## config.mk

```make
export PLATFORM = sky130hd
export DESIGN_NAME = trap_entry_seq
export DESIGN_NICKNAME = d
export VERILOG_FILES = /design/src/rtl/trap_entry_pkg.sv /design/src/rtl/trap_save_pack.sv /design/src/rtl/trap_state_rewrite.sv /design/src/rtl/trap_win_shift.sv /design/src/rtl/trap_entry_seq.sv
export SDC_FILE = /design/constraint.sdc
export NUM_CORES = 1
export LEC_CHECK = 0
export BUFFER_PORTS_ARGS = -buffer_cell sky130_fd_sc_hd__clkbuf_2
export CAP_MARGIN = 0
export CORE_AREA = 2 2 166 168
export DETAILED_ROUTE_END_ITERATION = 8
export DIE_AREA = 0 0 168 170
export PLACE_DENSITY_LB_ADDON = 0.05
export SLEW_MARGIN = 20
export SYNTH_ARGS = -nofsm -noshare
export SYNTH_HDL_FRONTEND = slang
export SYNTH_SLANG_ARGS = --single-unit
export TNS_END_PERCENT = 10
```

## constraint.sdc

```tcl
create_clock -name clk -period 1.8 [get_ports clk]
set_clock_uncertainty 0.15 [all_clocks]
set_input_delay 0.18 -clock clk [delete_from_list [all_inputs] [get_ports clk]]
set_output_delay 0.18 -clock clk [all_outputs]
set_load 0.1 [all_outputs]
```

## src/rtl/trap_entry_pkg.sv

```systemverilog
package trap_entry_pkg;

    localparam int PS_W     = 13;
    localparam int HS_W     = 11;
    localparam int CC_W     = 8;
    localparam int ASI_W    = 8;
    localparam int TT_W     = 8;
    localparam int SV_GL_W  = 3;
    localparam int SV_WIN_W = 5;
    localparam int SAVE_W   = SV_GL_W + CC_W + ASI_W + 3 + PS_W + 3 + SV_WIN_W;
    localparam int STK_N    = 5;

    // processor state bit positions
    localparam int PS_IE   = 1;
    localparam int PS_PRIV = 2;
    localparam int PS_AM   = 3;
    localparam int PS_PEF  = 4;
    localparam int PS_TLE  = 8;
    localparam int PS_CLE  = 9;

    // hypervisor state bit positions
    localparam int HS_TLZ   = 0;
    localparam int HS_HPRIV = 2;
    localparam int HS_RCV   = 5;
    localparam int HS_IBE   = 10;

    // trap-stack write-enable lanes
    localparam int STK_WORD = 0;
    localparam int STK_PC   = 1;
    localparam int STK_NPC  = 2;
    localparam int STK_HS   = 3;
    localparam int STK_TT   = 4;

    typedef enum logic [1:0] {
        EM_RECOVER = 2'd0,
        EM_HYP     = 2'd1,
        EM_PRIV    = 2'd2
    } entry_mode_e;

    typedef struct packed {
        logic [PS_W-1:0] ps;
        logic [HS_W-1:0] hs;
    } mode_state_t;

    function automatic entry_mode_e pick_mode(input logic rec, input logic hyp);
        if (rec)
            return EM_RECOVER;
        else if (hyp)
            return EM_HYP;
        return EM_PRIV;
    endfunction

    function automatic logic [HS_W-1:0] force_recover_hs(input logic [HS_W-1:0] hs);
        logic [HS_W-1:0] r;
        r = hs;
        r[HS_RCV]   = 1'b1;
        r[HS_HPRIV] = 1'b1;
        r[HS_IBE]   = 1'b0;
        r[HS_TLZ]   = 1'b0;
        return r;
    endfunction

    function automatic mode_state_t rewrite_state(input entry_mode_e m,
                                                  input logic [PS_W-1:0] ps,
                                                  input logic [HS_W-1:0] hs);
        mode_state_t r;
        r.ps = ps;
        r.hs = hs;
        case (m)
            EM_RECOVER: begin
                r.ps          = '0;
                r.ps[PS_PRIV] = ps[PS_PRIV];
                r.ps[PS_PEF]  = 1'b1;
                r.hs          = force_recover_hs(hs);
            end
            EM_HYP: begin
                r.ps[PS_PEF]  = 1'b1;
                r.ps[PS_AM]   = 1'b0;
                r.ps[PS_IE]   = 1'b0;
                r.ps[PS_CLE]  = 1'b0;
                r.hs[HS_RCV]   = 1'b0;
                r.hs[HS_HPRIV] = 1'b1;
                r.hs[HS_IBE]   = 1'b0;
            end
            default: begin
                r.ps[PS_PEF]  = 1'b1;
                r.ps[PS_AM]   = 1'b0;
                r.ps[PS_IE]   = 1'b0;
                r.ps[PS_PRIV] = 1'b1;
                r.ps[PS_CLE]  = ps[PS_TLE];
            end
        endcase
        return r;
    endfunction

    function automatic logic [SAVE_W-1:0] pack_saved(input logic [SV_GL_W-1:0]  gl,
                                                     input logic [CC_W-1:0]     cc,
                                                     input logic [ASI_W-1:0]    asi,
                                                     input logic [PS_W-1:0]     ps,
                                                     input logic [SV_WIN_W-1:0] win);
        return {gl, cc, asi, 3'b000, ps, 3'b000, win};
    endfunction

endpackage

```

## src/rtl/trap_save_pack.sv

```systemverilog
module trap_save_pack
    import trap_entry_pkg::*;
#(
    parameter int ADDR_W = 64,
    parameter int GL_W   = 3,
    parameter int WIN_W  = 3
) (
    input  logic [GL_W-1:0]   gl,
    input  logic [CC_W-1:0]   cc,
    input  logic [ASI_W-1:0]  asi,
    input  logic [PS_W-1:0]   ps,
    input  logic [WIN_W-1:0]  win,
    input  logic [ADDR_W-1:0] pc,
    input  logic [ADDR_W-1:0] npc,
    output logic [SAVE_W-1:0] word,
    output logic [ADDR_W-1:0] pc_sv,
    output logic [ADDR_W-1:0] npc_sv
);
    localparam int LOW_W = (ADDR_W < 32) ? ADDR_W : 32;

    logic [ADDR_W-1:0] keep_mask;
    logic [SV_WIN_W-1:0] win_ext;
    logic [SV_GL_W-1:0]  gl_fit;

    always_comb begin
        keep_mask = '1;
        if (ps[PS_AM])
            keep_mask = {{(ADDR_W-LOW_W){1'b0}}, {LOW_W{1'b1}}};
    end

    assign win_ext = SV_WIN_W'(win);
    assign gl_fit  = SV_GL_W'(gl);
    assign pc_sv   = pc & keep_mask;
    assign npc_sv  = npc & keep_mask;
    assign word    = pack_saved(gl_fit, cc, asi, ps, win_ext);
endmodule

```

## src/rtl/trap_state_rewrite.sv

```systemverilog
module trap_state_rewrite
    import trap_entry_pkg::*;
#(
    parameter int GL_W        = 3,
    parameter int GL_MAX_HYP  = 3,
    parameter int GL_MAX_PRIV = 2
) (
    input  entry_mode_e     mode,
    input  logic [PS_W-1:0] ps,
    input  logic [HS_W-1:0] hs,
    input  logic [GL_W-1:0] gl,
    output mode_state_t     st,
    output logic [GL_W-1:0] gl_nxt
);
    localparam logic [GL_W:0] CAP_HYP  = (GL_W+1)'(GL_MAX_HYP);
    localparam logic [GL_W:0] CAP_PRIV = (GL_W+1)'(GL_MAX_PRIV);

    logic [GL_W:0] gl_inc;
    logic [GL_W:0] gl_cap;

    assign st     = rewrite_state(mode, ps, hs);
    assign gl_inc = {1'b0, gl} + 1'b1;
    assign gl_cap = (mode == EM_PRIV) ? CAP_PRIV : CAP_HYP;

    always_comb begin
        if (gl_inc > gl_cap)
            gl_nxt = gl_cap[GL_W-1:0];
        else
            gl_nxt = gl_inc[GL_W-1:0];
    end
endmodule

```

## src/rtl/trap_win_shift.sv

```systemverilog
module trap_win_shift
    import trap_entry_pkg::*;
#(
    parameter int NWIN  = 8,
    parameter int WIN_W = 3
) (
    input  logic [TT_W-1:0]  tt,
    input  logic [WIN_W-1:0] win,
    input  logic [WIN_W-1:0] free,
    output logic [WIN_W-1:0] win_nxt,
    output logic             moved
);
    localparam int SUM_W = WIN_W + 2;
    localparam logic [SUM_W-1:0] NW = SUM_W'(NWIN);

    logic [SUM_W-1:0] sum;
    logic [SUM_W-1:0] wrapped;

    always_comb begin
        moved = 1'b1;
        sum   = SUM_W'(win);
        if (tt == 8'h24)
            sum = SUM_W'(win) + SUM_W'(1);
        else if (tt[7:6] == 2'b10)
            sum = SUM_W'(win) + SUM_W'(free) + SUM_W'(2);
        else if (tt[7:6] == 2'b11)
            sum = SUM_W'(win) + NW - SUM_W'(1);
        else
            moved = 1'b0;
    end

    assign wrapped = sum % NW;
    assign win_nxt = wrapped[WIN_W-1:0];
endmodule

```

## src/rtl/trap_entry_seq.sv

```systemverilog
module trap_entry_seq
    import trap_entry_pkg::*;
#(
    parameter int ADDR_W      = 64,
    parameter int TL_W        = 3,
    parameter int TL_MAX      = 6,
    parameter int GL_W        = 3,
    parameter int GL_MAX_HYP  = 3,
    parameter int GL_MAX_PRIV = 2,
    parameter int NWIN        = 8,
    parameter int WIN_W       = $clog2(NWIN)
) (
    input  logic              clk,
    input  logic              rst,
    input  logic              por_req,
    input  logic              trap_req,
    input  logic [7:0]        trap_type,
    input  logic              sel_recover,
    input  logic              sel_hyp,
    input  logic [TL_W-1:0]   cur_tl,
    input  logic [12:0]       cur_ps,
    input  logic [10:0]       cur_hs,
    input  logic [7:0]        cur_cc,
    input  logic [7:0]        cur_asi,
    input  logic [WIN_W-1:0]  cur_win,
    input  logic [WIN_W-1:0]  cur_free,
    input  logic [GL_W-1:0]   cur_gl,
    input  logic [ADDR_W-1:0] cur_pc,
    input  logic [ADDR_W-1:0] cur_npc,
    output logic              done,
    output logic [TL_W-1:0]   new_tl,
    output logic [12:0]       new_ps,
    output logic [10:0]       new_hs,
    output logic [GL_W-1:0]   new_gl,
    output logic [WIN_W-1:0]  new_win,
    output logic              win_we,
    output logic [42:0]       stk_word,
    output logic [ADDR_W-1:0] stk_pc,
    output logic [ADDR_W-1:0] stk_npc,
    output logic [10:0]       stk_hs,
    output logic [7:0]        stk_tt,
    output logic [4:0]        stk_we,
    output logic              tick_lock
);
    localparam logic [TL_W-1:0] TL_TOP  = TL_W'(TL_MAX);
    localparam logic [GL_W-1:0] GL_TOP  = GL_W'(GL_MAX_HYP);
    localparam logic [PS_W-1:0] PS_BOOT = PS_W'((1 << PS_PEF) | (1 << PS_PRIV));

    entry_mode_e       mode;
    mode_state_t       st_nxt;
    logic [GL_W-1:0]   gl_nxt;
    logic [WIN_W-1:0]  win_nxt;
    logic              win_moved;
    logic [SAVE_W-1:0] word_nxt;
    logic [ADDR_W-1:0] pc_sv;
    logic [ADDR_W-1:0] npc_sv;
    logic              take;

    assign mode = pick_mode(sel_recover, sel_hyp);
    assign take = trap_req && !por_req;

    trap_state_rewrite #(
        .GL_W        (GL_W),
        .GL_MAX_HYP  (GL_MAX_HYP),
        .GL_MAX_PRIV (GL_MAX_PRIV)
    ) u_rewrite (
        .mode   (mode),
        .ps     (cur_ps),
        .hs     (cur_hs),
        .gl     (cur_gl),
        .st     (st_nxt),
        .gl_nxt (gl_nxt)
    );

    trap_win_shift #(
        .NWIN  (NWIN),
        .WIN_W (WIN_W)
    ) u_win (
        .tt      (trap_type),
        .win     (cur_win),
        .free    (cur_free),
        .win_nxt (win_nxt),
        .moved   (win_moved)
    );

    trap_save_pack #(
        .ADDR_W (ADDR_W),
        .GL_W   (GL_W),
        .WIN_W  (WIN_W)
    ) u_pack (
        .gl     (cur_gl),
        .cc     (cur_cc),
        .asi    (cur_asi),
        .ps     (cur_ps),
        .win    (cur_win),
        .pc     (cur_pc),
        .npc    (cur_npc),
        .word   (word_nxt),
        .pc_sv  (pc_sv),
        .npc_sv (npc_sv)
    );

    always_ff @(posedge clk) begin
        if (rst) begin
            done      <= 1'b0;
            new_tl    <= '0;
            new_ps    <= '0;
            new_hs    <= '0;
            new_gl    <= '0;
            new_win   <= '0;
            win_we    <= 1'b0;
            stk_word  <= '0;
            stk_pc    <= '0;
            stk_npc   <= '0;
            stk_hs    <= '0;
            stk_tt    <= '0;
            stk_we    <= '0;
            tick_lock <= 1'b0;
        end else begin
            done   <= 1'b0;
            win_we <= 1'b0;
            stk_we <= '0;
            if (por_req) begin
                new_tl    <= TL_TOP;
                new_gl    <= GL_TOP;
                new_ps    <= PS_BOOT;
                new_hs    <= force_recover_hs(cur_hs);
                tick_lock <= 1'b1;
            end else if (take) begin
                done     <= 1'b1;
                new_tl   <= cur_tl + 1'b1;
                new_ps   <= st_nxt.ps;
                new_hs   <= st_nxt.hs;
                new_gl   <= gl_nxt;
                new_win  <= win_moved ? win_nxt : cur_win;
                win_we   <= win_moved;
                stk_word <= word_nxt;
                stk_pc   <= pc_sv;
                stk_npc  <= npc_sv;
                stk_hs   <= cur_hs;
                stk_tt   <= trap_type;
                stk_we   <= '1;
            end
        end
    end
endmodule

```

==> summary.txt, run 1 <==
Route
  • Drt via density: approximately 4.6
  • DRC viols: 0
  • WL/cell: 15.5 um
  • Detail Route Antenna Nets: 0
  • Routed WL: 29,800 um
  • Total iterations of the first detailed-routing run: 4
  • Iteration-0 DRC Markers: approximately 450
  • Via count: 8,786

Finish
  • Final #Nets: approximately 1,800
  • Final non-filler cell total: 1,927
  • Area Growth Syn to Fin: 65.6%
  • Layout cells sized above 1: between 30% and 40%
  • Most common cell after layout, fill and taps aside: clkbuf_2
  • Inserted Diodes: 0
  • Core Util, Final: between 50% and 60%
  • Most frequent cells in the layout: clkbuf_2 (409), nand2_1 (325), dfxtp_1 (216), a21oi_1 (211), dlygate4sd3_1 (194)

STA
  • Slew Viols, Final: 0
  • Worst Hold Slack: -0.00573 ns
  • Setup-failing EPs final: 0
  • Worst-Margin Slew: about 0.60 ns
  • Max Fclk: around 570 MHz
  • Min Tclk post-route: 1.74 ns
  • Final period util: between 90% and 100%
  • Final hold vios: 1
  • Rel. slew slack: 59.8%
  • RSZ-0062 raised after global routing: false

Synthesis
  • Synth Cell Area: between 8000 and 9000 sq um
  • Simple-gate share of the synthesized area: between 20% and 30%
  • Post-synthesis mux area share: less than 1%
  • EDFF count, synth: 0
  • Synth Warn #: 0
  • Synth Area in Adders: between 1 and 1.5%
  • FF+latch count, synth: roughly 220
  • Syn avg cell area: between 8 and 9 sq um
  • Synth Flop Type: dfxtp_1
  • Unique cell type count in the Yosys netlist: 33
  • Xor and xnor area share after synthesis: less than 1%
  • Post-synthesis async set-or-reset flop share: 0%
  • Largest family of logic cells by synthesized area: simple AND/OR/NAND/NOR gates
  • Compound-gate portion of the synthesized area: between 10 and 15%
  • Register area share after synthesis: a little over half
  • Synth Instances: about 990

Clocking
  • CTS max path bufs: 3
  • H-tree depth: 1
  • Num CTS Buffers: 27
  • CTS tree: done
  • Clock transition at path regs: around 0.060 ns
  • CTS root buf: clkbuf_16
  • Worst-Skew Late Latency: 0.51 ns
  • Post-CTS Setup Repair Bufs: 0
  • CTS Hold Bufs: just under 200
  • CTS Sinks: about 220

Power and ir drop
  • Max VDD drop: slightly below 0.7 mV
  • Total power: 13.4 mW
  • Pwr/cell area: around 1000 nW/um^2
  • Static Leak: between 5 and 6 nW

Critical path
  • Crit path launch type: flop
  • Worst stage delay on the critical path: slightly below 0.5 ns
  • CP cell instances: clkbuf_2
  • Crit-path slowest cell: clkbuf_2
  • Data arrival, critical path: between 1 and 1.5 ns
  • Crit path max-delay family: buffers and inverters
  • Worst path bufs/invs: 1
  • Worst Setup End Kind: primary output
  • Crit Reg-Reg Startpoint: new_tl[0]$_SDFFE_PP0P_
  • Critical Path Start: stk_we[3]$_SDFF_PP0_
  • Worst Path Class, Setup: flop to primary output
  • Crit-path max FO: 6
  • Req. time, crit path: between 1 and 1.5 ns

Min path
  • Hold_sp: trap_type[6]
  • Hold Path Class: primary input to flop

Die
  • Die area: between 20,000 and 30,000 sq um
  • Rows: 60
  • Initial core utilization: a little under a third
  • Top Ports: around 430
  • Die H: between 150 and 200 um
  • Core footprint: approximately 27,000 sq um
  • Die Span X: 168 um

Placed design
  • Gp weighted congestion: between 0.7 and 0.8
  • IO Port Bufs: between 400 and 500
  • Dpl hpwl: ~20,000 um
  • Placed Cells: about 1,700

GRT
  • Initial antenna violation count: 0
  • Largest net degree at the start of global routing: roughly 110
  • GRT overflow: 0
  • Total track usage: between 10% and 20%
  • First-pass GRT wire length: around 46,000 um
  • Number of global-route vias before repair: 8,572

Flow run
  • Max-cap viol count: 0

Run status
  • Status: complete, but fails checks
  • Violated checks: hold timing
==> cell usage after synthesis (all sizes together), types with 2 or more instances <==
library cell	count	area [sq um]
nand2	326	1220
clkbuf	74	278
inv	8	30.0
ha	8	100
a21boi	2	15.0
mux2i	4	40.0
xnor2	3	33.8
nand3b	74	556
dfxtp	216	4320
nor3	2	10.0
nand3	2	10.0
or4b	2	23.8
a21oi	211	1060
buf	18	124
o21ai	12	60.1
nor2	11	41.3
or3	2	12.5
a211oi	4	30.0
==> stage by stage <==
stage | setup TNS (ns) | worst slack [ns] | area (sq um)
2_1_floorplan | -0.0288 | -0.0288 | 8100
3_3_place_gp | -0.296 | -0.192 | 10600
3_5_place_dp | -0.351 | -0.197 | 10600
4_1_cts | 0 | 0.00276 | 13400
5_1_grt | 0 | 0.00179 | 13400
6_report | 0 | 0.0593 | 13400
==> layout make-up <==
class                      count  area [sq um]
tap                          341           427
inverter                       8          30.0
multi-input combinational    684          3370
clock buffer                  39           791
clock inverter                 5          75.1
timing repair buffer         634          4340
sequential                   216          4320
fill                        2646         13300
==> layer usage <==
metal | wire length (um) | share of wire [%] | vias up | global-route usage (%)
met5 | 0 | 0 | - | 0
met4 | 1140 | 3.8 | 0 | 7.86
met3 | 2020 | 6.8 | 59 | 4.70
met2 | 14500 | 49 | 301 | 34.2
met1 | 12200 | 41 | 4028 | 23.5
li1 | - | - | 4398 | -
==> power by group <==
part           total [mW]  switching, mW  leakage, nW  internal (mW)
Sequential           5.08         0.0997         1.76           4.98
Clock                5.28           1.99        0.429           3.29
Combinational        3.05           2.25         3.74          0.801
Total                13.4           4.34         5.94           9.07
==> cells by family (layout without fill, tap and decap cells) <==
logic type,count (synthesis),count (layout)
adder cells (fa/ha/maj),8,8
other,1,10
AO/OA/AOI/OAI,232,232
buffers and inverters,100,686
multiplexers,5,5
XOR/XNOR,5,5
flip-flops,216,216
AND/OR/NAND/NOR,424,424
==> sequential cells by signal (all words and copies together) (netlist names) <==
| signal | count |
|---|---|
| stk_npc | 64 |
| stk_pc | 64 |
| stk_word | 35 |
| new_hs | 11 |
| new_ps | 11 |
| stk_hs | 11 |
| stk_tt | 8 |
| new_gl | 3 |
| new_tl | 3 |
| new_win | 3 |
| stk_we | 1 |
| tick_lock | 1 |
| win_we | 1 |
==> path summary, 6_finish.rpt <==
path         cells past startpoint  slack [ns]                  endpoint
max                              1        0.06                      done
min reg2reg                      2        0.30  stk_npc[32]$_SDFFE_PP0P_
min                              4      -0.006         win_we$_SDFF_PP0_
max reg2reg                      3        0.50    new_tl[0]$_SDFFE_PP0P_
==> timing repair <==
action | CTS | global route
endpoints found under the hold margin | 215 | 1
gates resized for setup | 0 | 7
setup endpoints to repair | 0 | 8
Power figures use the tool's default switching activity.
==> run 2, diff against run 1 <==
==> constraint.sdc (replaced) <==
create_clock -name clk -period 1.8 [get_ports clk]
set_clock_uncertainty 0.15 [all_clocks]
set_input_delay 0.36 -clock clk [delete_from_list [all_inputs] [get_ports clk]]
set_output_delay 0.36 -clock clk [all_outputs]
set_load 0.1 [all_outputs]
==> run 2 against run 1 <==
Net effect: the run now ends clean; worst hold slack better by 0.044 ns; via count down 0.57%; clock power down 5.5%; sequential cell count unchanged; final area up 4.4%; register-to-register slack better by 0.03 ns; worst setup slack worse by 0.018 ns; first-iteration DRC count down 6.3%; total power down 1.2%; sequential share of layout area down 1.4 points; routed wire length about the same; critical path type unchanged; largest cell class unchanged; largest power group is now sequential cells.
==> summary.txt, run 2 (synthesis results as in run 1) <==
Run status
  • Status: completed (was complete, but fails checks)

Finish
  • Most frequent cells in the layout: nand2_1 (325), dfxtp_1 (215), a21oi_1 (211), clkbuf_4 (211), clkbuf_2 (192) (was clkbuf_2 (409), nand2_1 (325), dfxtp_1 (216), a21oi_1 (211), dlygate4sd3_1 (194))
  • Fillers: 2,581 (was 2,646)
  • Layout cells sized above 1: 31.6% (was 30.7%)
  • Inserted Diodes: 0 (unchanged)
  • Final #Nets: 1,773 (unchanged)
  • Core Util, Final: 52.3% (was 50.1%)
  • Post-route cell area: 13,900 sq um (was 13,400 sq um)
  • Area Growth Syn to Fin: 72.9% (was 65.6%)
  • Most common cell after layout, fill and taps aside: nand2_1 (was clkbuf_2)
  • Register area: 4330 sq um (was 4320 sq um)
  • Area of the multi-input gates: 3360 sq um (was 3370 sq um)
  • Biggest regs: stk_npc x64, stk_pc x64, stk_word x35 (unchanged)
  • Final non-filler cell total: 1,931 (was 1,927)

Route
  • DRC viols: 0 (unchanged)
  • Detail Route Antenna Nets: 0 (unchanged)
  • Drt via density: 4.52 (was 4.56)
  • WL/cell: 15.4 um (was 15.5 um)
  • Iteration-0 DRC Markers: 417 (was 445)
  • Via count: 8,736 (was 8,786)
  • Routed WL: 29,800 um (about the same)
  • Total iterations of the first detailed-routing run: 4 (unchanged)

Clocking
  • Num CTS Buffers: 26 (was 27)
  • Worst-Skew Late Latency: 0.52 ns (was 0.51 ns)
  • Post-CTS Setup Repair Bufs: 0 (unchanged)
  • CTS Sinks: 216 (unchanged)
  • CTS max path bufs: 3 (unchanged)
  • H-tree depth: 1 (unchanged)
  • CTS root buf: clkbuf_16 (unchanged)
  • CTS tree: done (unchanged)
  • Clock transition at path regs: 0.06 ns (about the same)

Min path
  • Worst hold path depth: 3 (was 4)
  • Hold_sp: trap_type[7] (was trap_type[6])
  • Hold Path End: stk_tt[7]$_SDFFE_PP0P_ (was win_we$_SDFF_PP0_)
  • Hold Path Class: primary input to flop (unchanged)

STA
  • Final period util: 97.7% (was 96.7%)
  • Worst setup margin: 0.0411 ns (was 0.0593 ns)
  • Max Fclk: 569 MHz (was 574 MHz)
  • RSZ-0062 raised after global routing: false (unchanged)
  • Slew Viols, Final: 0 (unchanged)
  • Min Tclk post-route: 1.76 ns (was 1.74 ns)
  • Setup-failing EPs final: 0 (unchanged)
  • Final hold vios: 0 (was 1)

Power and ir drop
  • Total power: 13.3 mW (was 13.4 mW)
  • Max VDD drop: 0.549 mV (was 0.679 mV)
  • Pwr/cell area: 950 nW/um^2 (was 1000 nW/um^2)
  • Static Leak: 6.03 nW (was 5.94 nW)

Critical path
  • Data arrival, critical path: 1.25 ns (was 1.41 ns)
  • Worst path bufs/invs: 1 (unchanged)
  • Crit-path slowest cell: dfxtp_1 (was clkbuf_2)
  • Worst R2R End: stk_hs[2]$_SDFFE_PP0P_ (was new_tl[0]$_SDFFE_PP0P_)
  • Flop-to-flop setup slack: 0.53 ns (was 0.50 ns)
  • Worst Path Class, Setup: flop to primary output (unchanged)
  • CP cell instances: clkbuf_4 (was clkbuf_2)
  • Crit path launch type: flop (unchanged)
  • Worst Setup End Kind: primary output (unchanged)
  • Crit Reg-Reg Startpoint: stk_hs[2]$_SDFFE_PP0P_ (was new_tl[0]$_SDFFE_PP0P_)
  • Length in cells of the worst reg-to-reg path: 3 (unchanged)
  • Crit path max-delay family: flip-flops (was buffers and inverters)
  • Crit-path max FO: 2 (was 6)
  • Worst stage delay on the critical path: 0.37 ns (was 0.49 ns)
  • Req. time, crit path: 1.29 ns (was 1.47 ns)

Placed design
  • Gp weighted congestion: 0.814 (was 0.778)
  • Placement Setup Slack: -0.379 ns (was -0.197 ns)
  • DP Area: 10,800 sq um (was 10,600 sq um)
  • IO Port Bufs: 414 (unchanged)
  • Placed Cells: 1,706 (was 1,690)
  • Dpl hpwl: 20,200 um (was 19,800 um)

Flow run
  • Max-cap viol count: 0 (unchanged)

Die
  • Rows: 60 (unchanged)
  • Initial core utilization: 30.3% (unchanged)
  • Core footprint: 26,700 sq um (unchanged)
  • Top Ports: 425 (unchanged)
  • Die area: 28,600 sq um (unchanged)
  • Die H: 170 um (unchanged)
  • Die Span X: 168 um (unchanged)

GRT
  • Number of global-route vias before repair: 8,766 (was 8,572)
  • Total track usage: 20.2% (was 19.7%)
  • Largest net degree at the start of global routing: 79 (was 105)
  • GRT overflow: 0 (unchanged)
  • Initial antenna violation count: 0 (unchanged)
  • First-pass GRT wire length: 46,800 um (was 45,800 um)
## run 2: changes by cell type in the layout (fill, tap and decap cells not counted), sizes merged
cell	previous run	this run
dlygate4sd3	194	178
bufinv	2	0
buf	31	54
clkbuf	448	446
clkinv	3	4
## run 2: layout make-up
class	count	share of cell area [%]
Tap cell	341	3.06
Multi-Input combinational cell	684	24.1
Clock buffer	43	5.71
Clock inverter	4	0.170
Sequential cell	216	31.0
Timing Repair Buffer	635	35.7
Inverter	8	0.215
## run 2: how the worst max path moves through the flow
stage,start,endpoint,cells after the start
after floorplan,trap_type[3],new_win[0]$_SDFFE_PP0P_,5
after global placement,trap_type[3],new_win[0]$_SDFFE_PP0P_,6
after detailed placement,trap_type[3],new_win[0]$_SDFFE_PP0P_,6
after CTS,stk_we[3]$_SDFF_PP0_,stk_we[2],1
after global routing,new_gl[0]$_SDFFE_PP0P_,new_gl[0],1
final,new_gl[0]$_SDFFE_PP0P_,new_gl[0],1
## run 2: what timing repair did
| action | 4_1_cts | 5_1_grt |
|---|---|---|
| pin swaps | 0 | 0 |
| gates cloned | 0 | 0 |
| hold endpoints to repair | 199 | 0 |
| endpoints found under the setup margin | 218 | 7 |
| hold buffers | 178 | 0 |
| resized for setup | 212 | 8 |
## run 2: power by group
group          internal (mW)  switching [mW]
sequential              4.98          0.0996
combinational          0.929            2.26
clock                   2.99            1.99
## run 2: through the flow
step / hold WS [ns] / TNS [ns]
after global routing: 0.0505 / 0
after floorplan: 0.310 / -1.07
after detailed placement: 0.293 / -1.22
final: 0.0379 / 0
after global placement: 0.287 / -1.13
after CTS: 0.00833 / -0.191
## run 2: layer usage
layer  wire length [um]  track usage, %  share of wire [%]
met5                  0               0                  0
met4                952            6.92                3.2
met3               2140            5.00                7.2
met2              14600            35.4                 49
met1              12100            24.1                 41
